--- src/rtl/tl_pkg.sv ---
package tl_pkg;
  localparam int LVL_W = 2;

  typedef enum logic [1:0] {
    CH_RUN  = 2'd0,
    CH_STOP = 2'd1,
    CH_LOCK = 2'd2
  } ch_state_e;
endpackage

--- src/rtl/tl_slope.sv ---
module tl_slope #(
  parameter int DW        = 12,
  parameter int WIN       = 4,
  parameter int SLOPE_LIM = 60
) (
  input  logic          clk_i,
  input  logic          rst_ni,
  input  logic          strobe_i,
  input  logic [DW-1:0] temp_i,
  output logic          fast_o
);
  localparam int FW = $clog2(WIN + 1);

  logic [DW-1:0] hist_q [WIN];
  logic [FW-1:0] fill_q;
  logic [DW-1:0] rise;

  always_ff @(posedge clk_i or negedge rst_ni) begin
    if (!rst_ni)                   hist_q[0] <= '0;
    else if (strobe_i)             hist_q[0] <= temp_i;
  end

  for (genvar i = 1; i < WIN; i++) begin : g_hist
    always_ff @(posedge clk_i or negedge rst_ni) begin
      if (!rst_ni)                 hist_q[i] <= '0;
      else if (strobe_i)           hist_q[i] <= hist_q[i-1];
    end
  end

  always_ff @(posedge clk_i or negedge rst_ni) begin
    if (!rst_ni)                                  fill_q <= '0;
    else if (strobe_i && fill_q != FW'(WIN))      fill_q <= fill_q + FW'(1);
  end

  // slope vs the sample WIN strobes back; falls are not of interest
  assign rise   = temp_i - hist_q[WIN-1];
  assign fast_o = (fill_q == FW'(WIN)) && (temp_i > hist_q[WIN-1]) &&
                  (rise > DW'(SLOPE_LIM));
endmodule

--- src/rtl/tl_chan.sv ---
module tl_chan
  import tl_pkg::*;
#(
  parameter int DW        = 12,
  parameter int NUM_DER   = 1,
  parameter int D1        = 1600,
  parameter int D2        = 4095,
  parameter int T_STOP    = 1800,
  parameter int T_REL     = 1400,
  parameter int HYST      = 40,
  parameter int SLOPE_LIM = 60,
  parameter int WIN       = 4,
  parameter int HOLD      = 8,
  parameter int COOL      = 16
) (
  input  logic             clk_i,
  input  logic             rst_ni,
  input  logic             strobe_i,
  input  logic [DW-1:0]    temp_i,
  output logic [LVL_W-1:0] lvl_o,
  output logic             stop_o,
  output logic             lock_o
);
  localparam int HW = $clog2(HOLD + 1);
  localparam int CW = $clog2(COOL + 1);
  localparam logic [DW-1:0] D1_LO = DW'(D1 - HYST);
  localparam logic [DW-1:0] D2_LO = DW'(D2 - HYST);

  ch_state_e        st_q;
  logic [LVL_W-1:0] lvl_q;
  logic [HW-1:0]    hold_q;
  logic [CW-1:0]    cool_q;

  logic             fast;
  logic             over1, over2, trip, below_rel, hold_done, lower_ok;
  logic [LVL_W-1:0] abs_lvl, tgt;

  tl_slope #(
    .DW        (DW),
    .WIN       (WIN),
    .SLOPE_LIM (SLOPE_LIM)
  ) u_slope (
    .clk_i    (clk_i),
    .rst_ni   (rst_ni),
    .strobe_i (strobe_i),
    .temp_i   (temp_i),
    .fast_o   (fast)
  );

  assign over1     = temp_i >= DW'(D1);
  assign over2     = (NUM_DER > 1) && (temp_i >= DW'(D2));
  assign trip      = temp_i >= DW'(T_STOP);
  assign below_rel = temp_i < DW'(T_REL);
  assign hold_done = hold_q == HW'(HOLD);

  always_comb begin
    abs_lvl = over2 ? LVL_W'(2) : (over1 ? LVL_W'(1) : LVL_W'(0));
    // rate of rise only pulls derating forward
    tgt     = (fast && abs_lvl == '0) ? LVL_W'(1) : abs_lvl;
    unique case (lvl_q)
      LVL_W'(2): lower_ok = !fast && (temp_i < D2_LO);
      LVL_W'(1): lower_ok = !fast && (temp_i < D1_LO);
      default:   lower_ok = 1'b0;
    endcase
  end

  always_ff @(posedge clk_i or negedge rst_ni) begin
    if (!rst_ni) begin
      st_q   <= CH_RUN;
      lvl_q  <= '0;
      hold_q <= '0;
      cool_q <= '0;
    end else if (strobe_i) begin
      unique case (st_q)
        CH_RUN: begin
          if (trip) begin
            st_q   <= CH_STOP;
            lvl_q  <= LVL_W'(NUM_DER);
            hold_q <= '0;
          end else if (tgt > lvl_q) begin
            lvl_q  <= tgt;
            hold_q <= '0;
          end else if (hold_done && lower_ok) begin
            lvl_q  <= lvl_q - LVL_W'(1);
            hold_q <= '0;
          end else if (!hold_done) begin
            hold_q <= hold_q + HW'(1);
          end
        end
        CH_STOP: begin
          if (!trip) begin
            st_q   <= CH_LOCK;
            cool_q <= '0;
          end
        end
        CH_LOCK: begin
          if (trip) begin
            st_q <= CH_STOP;
          end else if (!below_rel) begin
            cool_q <= '0;
          end else if (cool_q == CW'(COOL - 1)) begin
            st_q   <= CH_RUN;
            lvl_q  <= '0;
            hold_q <= '0;
            cool_q <= '0;
          end else begin
            cool_q <= cool_q + CW'(1);
          end
        end
        default: st_q <= CH_RUN;
      endcase
    end
  end

  assign lvl_o  = lvl_q;
  assign stop_o = st_q != CH_RUN;
  assign lock_o = st_q == CH_LOCK;

  assert_strobe_only_R1: assert property (@(posedge clk_i) disable iff (!rst_ni)
    !strobe_i |=> ($stable(lvl_q) && $stable(st_q)));

  assert_slope_no_stop_R4: assert property (@(posedge clk_i) disable iff (!rst_ni)
    (st_q == CH_RUN && strobe_i && temp_i < DW'(T_STOP)) |=> !stop_o);

  assert_hold_before_lower_R5: assert property (@(posedge clk_i) disable iff (!rst_ni)
    (st_q == CH_RUN && strobe_i && !hold_done) |=> (lvl_q >= $past(lvl_q)));

  assert_single_step_R5: assert property (@(posedge clk_i) disable iff (!rst_ni)
    (st_q == CH_RUN && strobe_i) |=>
      ({1'b0, lvl_q} + 3'd1 >= {1'b0, $past(lvl_q)}));

  assert_no_early_release_R8: assert property (@(posedge clk_i) disable iff (!rst_ni)
    (st_q == CH_LOCK && strobe_i && !below_rel) |=> (st_q != CH_RUN));
endmodule

--- src/rtl/tl_merge.sv ---
module tl_merge
  import tl_pkg::*;
#(
  parameter int NCH = 3
) (
  input  logic [NCH-1:0][LVL_W-1:0] lvl_i,
  input  logic [NCH-1:0]            stop_i,
  input  logic [NCH-1:0]            lock_i,
  output logic [LVL_W-1:0]          lvl_o,
  output logic                      stop_o,
  output logic                      lock_o
);
  logic [NCH:0][LVL_W-1:0] run_max;

  assign run_max[0] = '0;
  for (genvar c = 0; c < NCH; c++) begin : g_max
    assign run_max[c+1] = (lvl_i[c] > run_max[c]) ? lvl_i[c] : run_max[c];
  end

  assign lvl_o  = run_max[NCH];
  assign stop_o = |stop_i;
  assign lock_o = |lock_i;
endmodule

--- src/rtl/thermal_ladder.sv ---
module thermal_ladder
  import tl_pkg::*;
#(
  parameter int DW        = 12,
  parameter int SKIN_DER  = 1600,
  parameter int SKIN_STOP = 1800,
  parameter int SKIN_REL  = 1400,
  parameter int HEAD_DER  = 2000,
  parameter int HEAD_STOP = 2400,
  parameter int HEAD_REL  = 1800,
  parameter int SINK_DER1 = 2400,
  parameter int SINK_DER2 = 2800,
  parameter int SINK_STOP = 3200,
  parameter int SINK_REL  = 2200,
  parameter int HYST      = 40,
  parameter int SLOPE_LIM = 60,
  parameter int WIN       = 4,
  parameter int HOLD      = 8,
  parameter int COOL      = 16
) (
  input  logic             clk_i,
  input  logic             rst_ni,
  input  logic             sample_i,
  input  logic [DW-1:0]    skin_temp_i,
  input  logic [DW-1:0]    head_temp_i,
  input  logic [DW-1:0]    sink_temp_i,
  output logic [LVL_W-1:0] derate_o,
  output logic             stop_o,
  output logic             lockout_o
);
  localparam int NCH   = 3;
  localparam int NO_D2 = (1 << DW) - 1;

  logic [NCH-1:0][LVL_W-1:0] lvl;
  logic [NCH-1:0]            stp, lck;

  tl_chan #(
    .DW(DW), .NUM_DER(1), .D1(SKIN_DER), .D2(NO_D2), .T_STOP(SKIN_STOP),
    .T_REL(SKIN_REL), .HYST(HYST), .SLOPE_LIM(SLOPE_LIM), .WIN(WIN),
    .HOLD(HOLD), .COOL(COOL)
  ) u_skin (
    .clk_i(clk_i), .rst_ni(rst_ni), .strobe_i(sample_i), .temp_i(skin_temp_i),
    .lvl_o(lvl[0]), .stop_o(stp[0]), .lock_o(lck[0])
  );

  tl_chan #(
    .DW(DW), .NUM_DER(1), .D1(HEAD_DER), .D2(NO_D2), .T_STOP(HEAD_STOP),
    .T_REL(HEAD_REL), .HYST(HYST), .SLOPE_LIM(SLOPE_LIM), .WIN(WIN),
    .HOLD(HOLD), .COOL(COOL)
  ) u_head (
    .clk_i(clk_i), .rst_ni(rst_ni), .strobe_i(sample_i), .temp_i(head_temp_i),
    .lvl_o(lvl[1]), .stop_o(stp[1]), .lock_o(lck[1])
  );

  tl_chan #(
    .DW(DW), .NUM_DER(2), .D1(SINK_DER1), .D2(SINK_DER2), .T_STOP(SINK_STOP),
    .T_REL(SINK_REL), .HYST(HYST), .SLOPE_LIM(SLOPE_LIM), .WIN(WIN),
    .HOLD(HOLD), .COOL(COOL)
  ) u_sink (
    .clk_i(clk_i), .rst_ni(rst_ni), .strobe_i(sample_i), .temp_i(sink_temp_i),
    .lvl_o(lvl[2]), .stop_o(stp[2]), .lock_o(lck[2])
  );

  tl_merge #(.NCH(NCH)) u_merge (
    .lvl_i  (lvl),
    .stop_i (stp),
    .lock_i (lck),
    .lvl_o  (derate_o),
    .stop_o (stop_o),
    .lock_o (lockout_o)
  );

  assert_lock_has_stop_R7: assert property (@(posedge clk_i) disable iff (!rst_ni)
    lockout_o |-> stop_o);

  assert_stop_full_derate_R6: assert property (@(posedge clk_i) disable iff (!rst_ni)
    stop_o |-> (derate_o != '0));
endmodule

--- config.mk ---
export PLATFORM = sky130hd
export DESIGN_NAME = thermal_ladder
export DESIGN_NICKNAME = d
export VERILOG_FILES = /design/src/rtl/tl_pkg.sv /design/src/rtl/tl_slope.sv /design/src/rtl/tl_chan.sv /design/src/rtl/tl_merge.sv /design/src/rtl/thermal_ladder.sv
export SDC_FILE = /design/constraint.sdc
export NUM_CORES = 1
export LEC_CHECK = 0
export BUFFER_PORTS_ARGS = -buffer_cell sky130_fd_sc_hd__clkbuf_2
export CORE_MARGIN = 2
export CORE_UTILIZATION = 55
export DETAILED_ROUTE_END_ITERATION = 10
export PLACE_DENSITY_LB_ADDON = 0.25
export SYNTH_ARGS = -nofsm -noshare
export SYNTH_HDL_FRONTEND = slang
export SYNTH_HIERARCHICAL = 1
export SYNTH_SLANG_ARGS = --single-unit
--- constraint.sdc ---
create_clock -name clk_i -period 6.4 [get_ports clk_i]
set_clock_uncertainty 0.1 [all_clocks]
set_input_delay 0.64 -clock clk_i [delete_from_list [all_inputs] [get_ports clk_i]]
set_output_delay 0.64 -clock clk_i [all_outputs]
set_load 0.005 [all_outputs]
# [Word-level counts from Yosys, hierarchy flattened]
# Cells that the tools add are included.
[totals] output_inout_bits=4 word_cells=259 in_bits=39 reg_bits=192
[classes] eq_ne=51 n_reduce_logical=53 n_mux=85 n_addsub=15 magnitude_cmp=28
[op_table] operator="4-bit two-way mux" n=21
[op_table] operator="2-bit two-way mux" n=34
[op_table] operator="12-bit less-than comparator, second input constant" n=5
[op_table] operator="5-bit two-way mux" n=12
[op_table] operator="12-bit greater-or-equal comparator, second input constant" n=4
[op_table] operator="12-bit by 11-bit less-than comparator with 1-bit output, second input constant" n=4
[op_table] operator="12-bit by 11-bit greater-or-equal comparator with 1-bit output, second input constant" n=3
[op_table] operator="12-bit greater-than comparator" n=3
[op_table] operator="12-bit by 6-bit greater-than comparator with 1-bit output, second input constant" n=3
[op_table] operator="6-bit AND reduction" n=6
[op_table] operator="12-bit subtractor" n=3
[op_table] operator="5-bit one-hot mux with 2 select lines" n=3
[op_table] operator="3-bit inequality test, second input constant" n=9
[op_table] operator="2-bit inequality test, second input constant" n=12
[op_table] operator="4-bit one-hot mux with 2 select lines" n=3
[op_table] operator="1-bit logical AND" n=21
[op_table] operator="2-bit one-hot mux with 3 select lines" n=3
[op_table] operator="2-bit nonzero test" n=9
[op_table] operator="5-bit by 1-bit adder with 5-bit output, second input constant" n=3
[op_table] operator="5-bit by 4-bit equality test with 1-bit output, second input constant" n=3
[op_table] operator="5-bit by 4-bit inequality test with 1-bit output, second input constant" n=3
[op_table] operator="5-bit AND reduction" n=3
[op_table] operator="4-bit by 1-bit adder with 4-bit output, second input constant" n=3
[op_table] operator="2-bit by 1-bit equality test with 1-bit output, second input constant" n=6
[op_table] operator="16 further kinds" n=53

# [Longest topological paths before layout]
# Gate-level depths: netlist (run 1).
[depth] depth_word=11 ltp_mapped=18 ltp_nobuf=18

# [Modules after synthesis]
# Netlist (run 1), hierarchy kept.
[by_module_without_submodules] module="tl_slope (u_head.u_slope ...)" seq_area_each_um2=1276.2 cells_per_inst=224 area_per_inst_um2=2556.2 n_inst=2
[by_module_without_submodules] module="tl_slope (u_skin.u_slope)" seq_area_each_um2=1276.2 cells_per_inst=228 area_per_inst_um2=2612.5 n_inst=1
[by_module_without_submodules] module="tl_chan (u_sink)" seq_area_each_um2=325.3 cells_per_inst=118 area_per_inst_um2=988.4 n_inst=1
[by_module_without_submodules] module="tl_chan (u_head)" seq_area_each_um2=325.3 cells_per_inst=110 area_per_inst_um2=983.4 n_inst=1
[by_module_without_submodules] module="tl_chan (u_skin)" seq_area_each_um2=325.3 cells_per_inst=104 area_per_inst_um2=928.4 n_inst=1
[by_module_without_submodules] module="tl_merge" seq_area_each_um2=0.0 cells_per_inst=27 area_per_inst_um2=193.9 n_inst=1

# [Worst setup path before layout (run 1)]
# Ideal clock, no wire load.
[synth_path] kind="input -> register" from="input port skin_temp_i[0]" to="register u_skin.hold_q[2]" setup_time_ns=0.075 setup_slack_ns=2.236 path_buffers=0 stages=17 required_time_ns=6.225 t_arrival_ns=3.989 cell_sequence="inv_1 -> ha_1 -> fa_1 -> nand2b_1 -> a21o_1 -> a21oi_2 -> a31oi_1 -> mux2_1 -> a31oi_1 -> a211oi_1 -> nor3_1 -> ha_1 -> nor3_1 -> nor4_1 -> a21bo_2 -> or2_4 -> o2bb2ai_2"
[synth_between] elab_chain_len=11 elab_cells_between_ends=28 classes_between="add/sub (1); order compare (8); eq/ne (3); mux (7); reduce/logical (9)"
[synth_rtl] item="start, declared" line_no="thermal_ladder.sv:24" source="input logic [DW-1:0] skin_temp_i,"
[synth_rtl] item="12-bit subtractor or 12-bit greater-than comparator (tied branches)" line_no="tl_slope.sv:36, tl_slope.sv:37"
[synth_rtl] item="12-bit by 6-bit greater-than comparator with 1-bit output or 1-bit logical AND (tied branches)" line_no="tl_slope.sv:38, tl_slope.sv:37"
[synth_rtl] item="1-bit logical AND *" line_no="tl_slope.sv:37" source="assign fast_o = (fill_q == FW'(WIN)) && (temp_i > hist_q[WIN-1]) &&"
[synth_rtl] item="via u_skin.fast" line_no="tl_chan.sv:34" source="logic fast;"
[synth_rtl] item="1-bit zero test" line_no="tl_chan.sv:61, tl_chan.sv:62"
[synth_rtl] item="1-bit logical AND (on tied branches)" line_no="tl_chan.sv:62, tl_chan.sv:61"
[synth_rtl] item="1-bit one-hot mux with 2 select lines" line_no="tl_chan.sv:60" source="unique case (lvl_q)"
[synth_rtl] item="1-bit logical AND" line_no="tl_chan.sv:83" source="end else if (hold_done && lower_ok) begin"
[synth_rtl] item="4-bit two-way mux" line_no="tl_chan.sv:83"
[synth_rtl] item="4-bit two-way mux" line_no="tl_chan.sv:80" source="end else if (tgt > lvl_q) begin"
[synth_rtl] item="4-bit two-way mux" line_no="tl_chan.sv:76" source="if (trip) begin"
[synth_rtl] item="4-bit one-hot mux with 2 select lines" line_no="tl_chan.sv:74" source="unique case (st_q)"
[synth_rtl] item="end signal, assigned" line_no="tl_chan.sv:87" source="hold_q <= hold_q + HW'(1);"
[synth_rtl] item="end, declared" line_no="tl_chan.sv:31" source="logic [HW-1:0] hold_q;"
# Mark *: on every way through the listed nets, which the timed path passes. The rest lies on a longest branch.
# A chain may end at the register's enable or synchronous reset.

# [Final worst setup path (run 1)]
[layout_path] from="register u_skin/u_slope/hist_q[0] (netlist bit)" to="register u_skin.hold_q[2]"
[layout_between] elab_chain_len=11 elab_cells_between_ends=19 classes_between="add/sub (1); order compare (3); eq/ne (1); mux (6); reduce/logical (8)"
[layout_rtl] item="start, declared" line_no="tl_slope.sv:14" source="logic [DW-1:0] hist_q [WIN];"
[layout_rtl] item="start signal, assigned by index" line_no="tl_slope.sv:26" source="else if (strobe_i) hist_q[i] <= hist_q[i-1];"
[layout_rtl] item="12-bit subtractor or 12-bit greater-than comparator (tied branches)" line_no="tl_slope.sv:36, tl_slope.sv:37"
[layout_rtl] item="12-bit by 6-bit greater-than comparator with 1-bit output or 1-bit logical AND (tied branches)" line_no="tl_slope.sv:38, tl_slope.sv:37"
[layout_rtl] item="1-bit logical AND *" line_no="tl_slope.sv:37"
[layout_rtl] item="via u_skin.fast" line_no="tl_chan.sv:34"
[layout_rtl] item="1-bit zero test" line_no="tl_chan.sv:61, tl_chan.sv:62"
[layout_rtl] item="1-bit logical AND (on tied branches)" line_no="tl_chan.sv:62, tl_chan.sv:61"
[layout_rtl] item="1-bit one-hot mux with 2 select lines" line_no="tl_chan.sv:60"
[layout_rtl] item="1-bit logical AND" line_no="tl_chan.sv:83"
[layout_rtl] item="4-bit two-way mux" line_no="tl_chan.sv:83"
[layout_rtl] item="4-bit two-way mux" line_no="tl_chan.sv:80"
[layout_rtl] item="4-bit two-way mux" line_no="tl_chan.sv:76"
[layout_rtl] item="4-bit one-hot mux with 2 select lines" line_no="tl_chan.sv:74"
# Marks and branches as above.

==> results.yml, run 1 <==
timing:
  worstMarginPinSlew_ns: 0.896
  hold_viol_final: 0
  finalMaxSlewViolations: 0
  setup-tns-final_ns: 0
  fin_crit_sh_pct: 66.4
  max_freq_mhz: 235
  setup_viol_count_final: 0
  fin_ws_ns: 2.15
  slew_headroom_pct: 40.3
  finalCriticalPeriod_ns: 4.25
  rsz0062_at_grt: "false"
grt:
  antenna_found_initial: 0
  overflow: 0
  grt_pass1_wl_um: 34900
  grtUsageTotal_pct: 20.8
  grt_pass1_vias: 7464
  grt_start_max_net_pins: 118
power:
  vdd_drop_max_uv: 204
  p_clk_share_pct: 28.7
  p_int_w: 0.00264
  p_sw_w: 0.00132
  pwr-share-seq_pct: 39.9
  netSwitchingFraction_pct: 33.4
  p_per_area_mw_per_mm2: 332
  comb_power_share_pct: 31.4
  p_leak_nw: 5.26
  power_w: 0.00396
cts:
  cts_setup_buffers: 0
  cts_tree: "yes"
  cts_buffer_depth: 2
  clk_pin_slew_ns: 0.07
  post_cts_resized: 0
  numCtsBuffers: 17
  root_buffer: "clkbuf_16"
  postCtsHoldBufs: 0
  clock-sinks: 192
  clk_latency_ns: 0.43
  htree_num_levels: 4
final_layout:
  n_antenna_cell: 0
  fin_util_pct: 61.5
  syn_to_final_growth_pct: 10.2
  finalNetCount: 1180
  instances_no_fill: 1352
  drive_above_1_share_pct: 22.9
logic_synthesis:
  yosysUniqueCellTypes: 95
  syn_area_mm2: 0.0108
  synth_warnings: 6
  synth-edff-count: 0
  synth-seq-cells: 192
  synth_cells: 1035
  synth_nets: 1141
  synth_common_cells: "192 x dfrtp_1, 112 x mux2_2, 102 x nand2_1"
  yosys_most_used_dff: "dfrtp_1"
  yosysSeqAreaShare_pct: 44.4
  yosys-top-cells-area: "dfrtp_1 44%, mux2_2 12%, ha_1 7.4%"
  netlist.area_leader.share_pct: 44.4
  yosys.cell_count.top_type: "dfrtp_1"
  syn_area_per_cell_um2: 10.5
  synthArstFlopShare_pct: 100
  yosys.area.top_type: "dfrtp_1"
critical_path:
  path_class: "flop to flop"
  max_stage_delay_ns: 0.44
  cp_slowest_cell: "fa_1"
  cp.required_ns: 6.66
  path_cells: "ha_1 -> fa_1 -> nand2b_1 -> a21o_1 -> a21oi_2 -> a31oi_1 -> mux2_1 -> a31oi_1 -> a211oi_1 -> nor3_1 -> ha_1 -> nor3_1 -> nor4_1 -> a21bo_2 -> or2_4 -> o2bb2ai_2"
  r2r-end: "u_skin/hold_q[2]"
  reg2reg_depth: 16
  start_kind: "flop"
  crit_path_end_kind: "flop"
  rr_startpoint: "u_skin/u_slope/hist_q[0]"
  cp_max_fo: 6
  cp.arrival_ns: 4.51
  rrSetupSlack_ns: 2.15
job:
  maxCapViolCount: 0
outcome:
  status: "finished, final reports clean"
placed_design:
  gp_congestion: 0.879
  portBuffers: 42
  place_ws_ns: 1.77
  dpl.cell_count: 1320
  hpwl_um: 13800
floorplan:
  io_pins: 43
  die_area_mm2: 0.0208
  rows: 51
  dieHeight_um: 144
  initial_core_util_pct: 55.8
  core-area_mm2: 0.0194
  die_x_um: 144
route:
  routed_wl_um: 20000
  drc_errors: 0
  drt-initial-drc-count: 385
  dr_total_vias: 7667
  wire_per_inst_um: 14.8
  firstDrtPassIters: 5
  viasPerCell: 5.67
  drtAntennaViolNets: 0
worst_hold_path:
  hold_class: "input port to asynchronous set/reset pin"
[flip-flops by register name, summed over array words and instances, names as in the netlist, 4 cells and up]
register / cells
u_head/u_slope/hist_q: 48
u_sink/u_slope/hist_q: 48
u_skin/u_slope/hist_q: 48
u_head/cool_q: 5
u_sink/cool_q: 5
u_skin/cool_q: 5
u_head/hold_q: 4
u_sink/hold_q: 4
u_skin/hold_q: 4
[critical path, delay by kind of cell (launching register included)]
kind                       cells  cell delay, ns
AOI/OAI and AO/OA              7            1.18
DFF                            1            0.40
muxes                          1            0.32
adders and majority gates      3            0.97
and+or+nand+nor                5            1.18
[layout make-up]
class / instances / area (um^2)
clock buffers: 18 / 439
clock inverters: 14 / 193
fillers: 1600 / 7470
inverters: 91 / 342
multi-input cells: 727 / 5570
flip-flops and latches: 192 / 4800
well taps: 265 / 332
repair buffers: 45 / 248
[kinds of logic after synthesis]
| group | Yosys count | synth area share [%] |
|---|---|---|
| AND/OR/NAND/NOR | 278 | 13.8 |
| XOR/XNOR | 18 | 1.46 |
| adder cells (fa/ha/maj) | 67 | 7.96 |
| multiplexers | 117 | 12.1 |
| buffers and inverters | 116 | 4.13 |
| AO/OA/AOI/OAI | 247 | 16.1 |
| flip-flops | 192 | 44.4 |
[power by group through the flow]
| stage | registers [W] | logic [W] | clock network (W) |
|---|---|---|---|
| 2_1_floorplan | 0.00156 | 0.000963 | 0 |
| 3_3_place_gp | 0.00159 | 0.00118 | 0 |
| 3_5_place_dp | 0.00160 | 0.00123 | 0 |
| 4_1_cts | 0.00158 | 0.00124 | 0.00117 |
| 5_1_grt | 0.00161 | 0.00141 | 0.00122 |
| 6_report | 0.00158 | 0.00124 | 0.00113 |
[layout by cell type (no fill, tap or decap), types with 5 or more instances in the layout]
master	count
dfrtp_1	192
o31ai_1	5
o21ai_0	75
nand2b_1	21
xnor2_1	13
clkbuf_16	17
inv_1	89
ha_1	64
nand3_1	21
mux2_2	112
a21o_1	8
xor2_1	5
a211oi_1	9
o21a_1	7
o2111ai_1	5
nor2b_1	10
o22ai_1	6
and3_1	5
nand4_1	12
a21oi_1	42
nor3_1	14
nor2_1	30
clkbuf_2	40
a31oi_1	22
or2_2	5
nand2_1	102
a21boi_0	6
or3_1	7
[per-stage QoR]
stage               hold slack, ns  cell area (um^2)
finish                       0.201             11900
global route                 0.283             11900
CTS                          0.240             11900
detailed placement           0.367             11300
global placement             0.361             11300
floorplan                    0.244             10800
[how the worst max path moves through the flow]
| stage | from | endpoint | slack, ns | cells past startpoint |
|---|---|---|---|---|
| 2_1_floorplan | skin_temp_i[0] | u_skin/hold_q[2] | 2.24 | 17 |
| 3_3_place_gp | skin_temp_i[0] | u_skin/hold_q[2] | 1.90 | 18 |
| 3_5_place_dp | skin_temp_i[0] | u_skin/hold_q[0] | 1.77 | 18 |
| 4_1_cts | u_skin/u_slope/hist_q[0] | u_skin/hold_q[2] | 2.15 | 16 |
| 5_1_grt | u_skin/u_slope/hist_q[0] | u_skin/hold_q[2] | 1.83 | 16 |
| 6_report | u_skin/u_slope/hist_q[0] | u_skin/hold_q[2] | 2.15 | 16 |
[metal layers]
layer  up-vias  share of wire, %  GRT usage (%)
li1       3805                 -              -
met1      3711                49           28.9
met2       129                46           33.4
met3        22               3.3           4.01
met4         0               1.2           6.18
met5         -                 0              0
Power figures use the tool's default switching activity.
==> run 2: changes to the inputs <==
Clock period 6.4 ns to 4.1 ns, I/O delays scaled along.
==> results.yml, run 2 (synthesis results as in run 1) <==
timing:
  hold_viol_final: 22
  holdWs_ns: -0.0549
  fin_crit_sh_pct: 93.8
  finalCriticalPeriod_ns: 3.84
  setup_viol_count_final: 0
  worstMarginPinSlew_ns: 0.913
  slew_headroom_pct: 39.1
  finalMaxSlewViolations: 0
  rsz0062_at_grt: "false"
  max_freq_mhz: 260
  fin_ws_ns: 0.255
  setup-tns-final_ns: 0
floorplan:
  io_pins: 43
  rows: 51
  die_area_mm2: 0.0208
  dieHeight_um: 144
  die_x_um: 144
  core-area_mm2: 0.0194
  initial_core_util_pct: 55.8
route:
  drt-initial-drc-count: 368
  drtAntennaViolNets: 0
  wl_met3_um: 761
  firstDrtPassIters: 5
  viasPerCell: 5.65
  wire_per_inst_um: 14.6
  wl_met2_um: 8920
  wl_met1_um: 10000
  drc_errors: 0
  dr_total_vias: 7701
  dr.max_layer_used: "met4"
  routed_wl_um: 19900
final_layout:
  multi_input_comb_area_mm2: 0.00561
  syn_to_final_growth_pct: 11.0
  final_area_mm2: 0.0120
  top_regs: "u_head/u_slope/hist_q: 48 flops, u_sink/u_slope/hist_q: 48 flops, u_skin/u_slope/hist_q: 48 flops"
  instances_no_fill: 1364
  layout_common_cells: "192 x dfrtp_1, 112 x mux2_2, 102 x nand2_1, 89 x inv_1, 74 x o21ai_0"
  seq_area_mm2: 0.00480
  fillers: 1602
  finalNetCount: 1192
  drive_above_1_share_pct: 24.2
  final_common_cell: "dfrtp_1"
  n_antenna_cell: 0
  fin_util_pct: 61.9
critical_path:
  crit_path_end_kind: "flop"
  max_stage_delay_ns: 0.43
  path_buf_inv: 1
  cp_max_fo: 5
  cp.required_ns: 4.32
  start_kind: "flop"
  path_depth: 18
  cp_slowest_cell: "fa_1"
  path_cells: "ha_1 -> fa_1 -> nor2b_2 -> o21ai_2 -> a31oi_2 -> mux2i_2 -> nor3_2 -> a31oi_2 -> a21oi_1 -> or2_1 -> ha_1 -> nand2_1 -> o21ai_0 -> nand3b_1 -> o31ai_1 -> buf_4 -> nand2b_1 -> o21ai_0"
  path_class: "flop to flop"
  cp.arrival_ns: 4.06
  reg2reg_depth: 18
  crit_family: "compound AO/OA/AOI/OAI gates"
cts:
  clk_pin_slew_ns: 0.08
  cts_tree: "yes"
  clock-sinks: 192
  htree_num_levels: 4
  postCtsHoldBufs: 0
  clk_latency_ns: 0.43
  numCtsBuffers: 17
  root_buffer: "clkbuf_16"
  cts_buffer_depth: 2
grt:
  antenna_found_initial: 0
  grtUsageTotal_pct: 20.1
  grt_pass1_wl_um: 34000
  grt_start_max_net_pins: 111
  overflow: 0
  grt_pass1_vias: 7289
placed_design:
  place_ws_ns: -0.0497
  gp_congestion: 0.855
  hpwl_um: 14100
  dpl.cell_count: 1332
  portBuffers: 42
  place_area_mm2: 0.0114
job:
  maxCapViolCount: 0
outcome:
  status: "finished, violations left"
  violations: "hold timing"
power:
  vdd_drop_max_uv: 278
  p_per_area_mw_per_mm2: 507
  p_leak_nw: 5.31
worst_hold_path:
  hold_class: "input port to asynchronous set/reset pin"
run 2: cell count changes in the layout (fill, tap and decap cells not counted), moves of 2 or more:
| cell | previous run | this run |
|---|---|---|
| nor3_2 | 3 | 5 |
| bufinv_16 | 3 | 0 |
| nor3_1 | 14 | 12 |
| clkinv_4 | 3 | 1 |
| clkbuf_8 | 2 | 4 |
| buf_4 | 3 | 15 |
run 2: where the power goes:
group,total [W],internal (W),switching (W)
combinational,0.00199,0.000919,0.00108
clock,0.00163,0.000854,0.000777
sequential,0.00247,0.00224,0.000229
total,0.00609,0.00401,0.00208
run 2: final cells by class:
type | instances | area share, %
Multi-Input combinational cell | 727 | 46.7
Sequential cell | 192 | 40.0
Clock buffer | 20 | 3.89
Inverter | 91 | 2.85
Timing Repair Buffer | 57 | 2.81
Tap cell | 265 | 2.76
Clock inverter | 12 | 0.959
run 2: metal layers:
layer	track usage [%]	vias to the layer above
li1	-	3823
met1	28.6	3739
met2	31.9	122
met3	4.17	17
met4	4.85	0
met5	0	-
run 2: final timing paths:
kind	from	end	slack (ns)
worst max-delay path	u_sink/u_slope/hist_q[0]	u_sink/hold_q[0]	0.26
worst min-delay path	rst_ni	u_sink/hold_q[0]	-0.05
max in group asynchronous	rst_ni	u_skin/cool_q[4]	3.01
worst min register to register	u_head/u_slope/hist_q[15]	u_head/u_slope/hist_q[3]	0.38
worst max register to register	u_sink/u_slope/hist_q[0]	u_sink/hold_q[0]	0.26
min in group clk_i	sink_temp_i[0]	u_sink/u_slope/hist_q[36]	0.13
run 2: repair_timing:
action                     CTS  global route
setup endpoints to repair    0            11
buffers inserted             0             0
hold endpoints to repair     0             0
resized for setup            0             8
run 2: worst reg2reg max path, delay by kind of cell (launching register included):
| kind | cells | cell delay (ns) |
|---|---|---|
| buffers and inverters | 1 | 0.16 |
| AND/OR/NAND/NOR | 6 | 0.81 |
| adder cells (fa/ha/maj) | 3 | 0.91 |
| multiplexers | 1 | 0.26 |
| AO/OA/AOI/OAI | 7 | 1.10 |
| flip-flops | 1 | 0.38 |
run 2: per-stage QoR:
step | power, W | hold WS, ns
2_1_floorplan | 0.00394 | 0.0144
3_3_place_gp | 0.00438 | 0.359
3_5_place_dp | 0.00445 | 0.366
4_1_cts | 0.00611 | 0.0245
5_1_grt | 0.00653 | 0.0442
6_report | 0.00609 | -0.0549
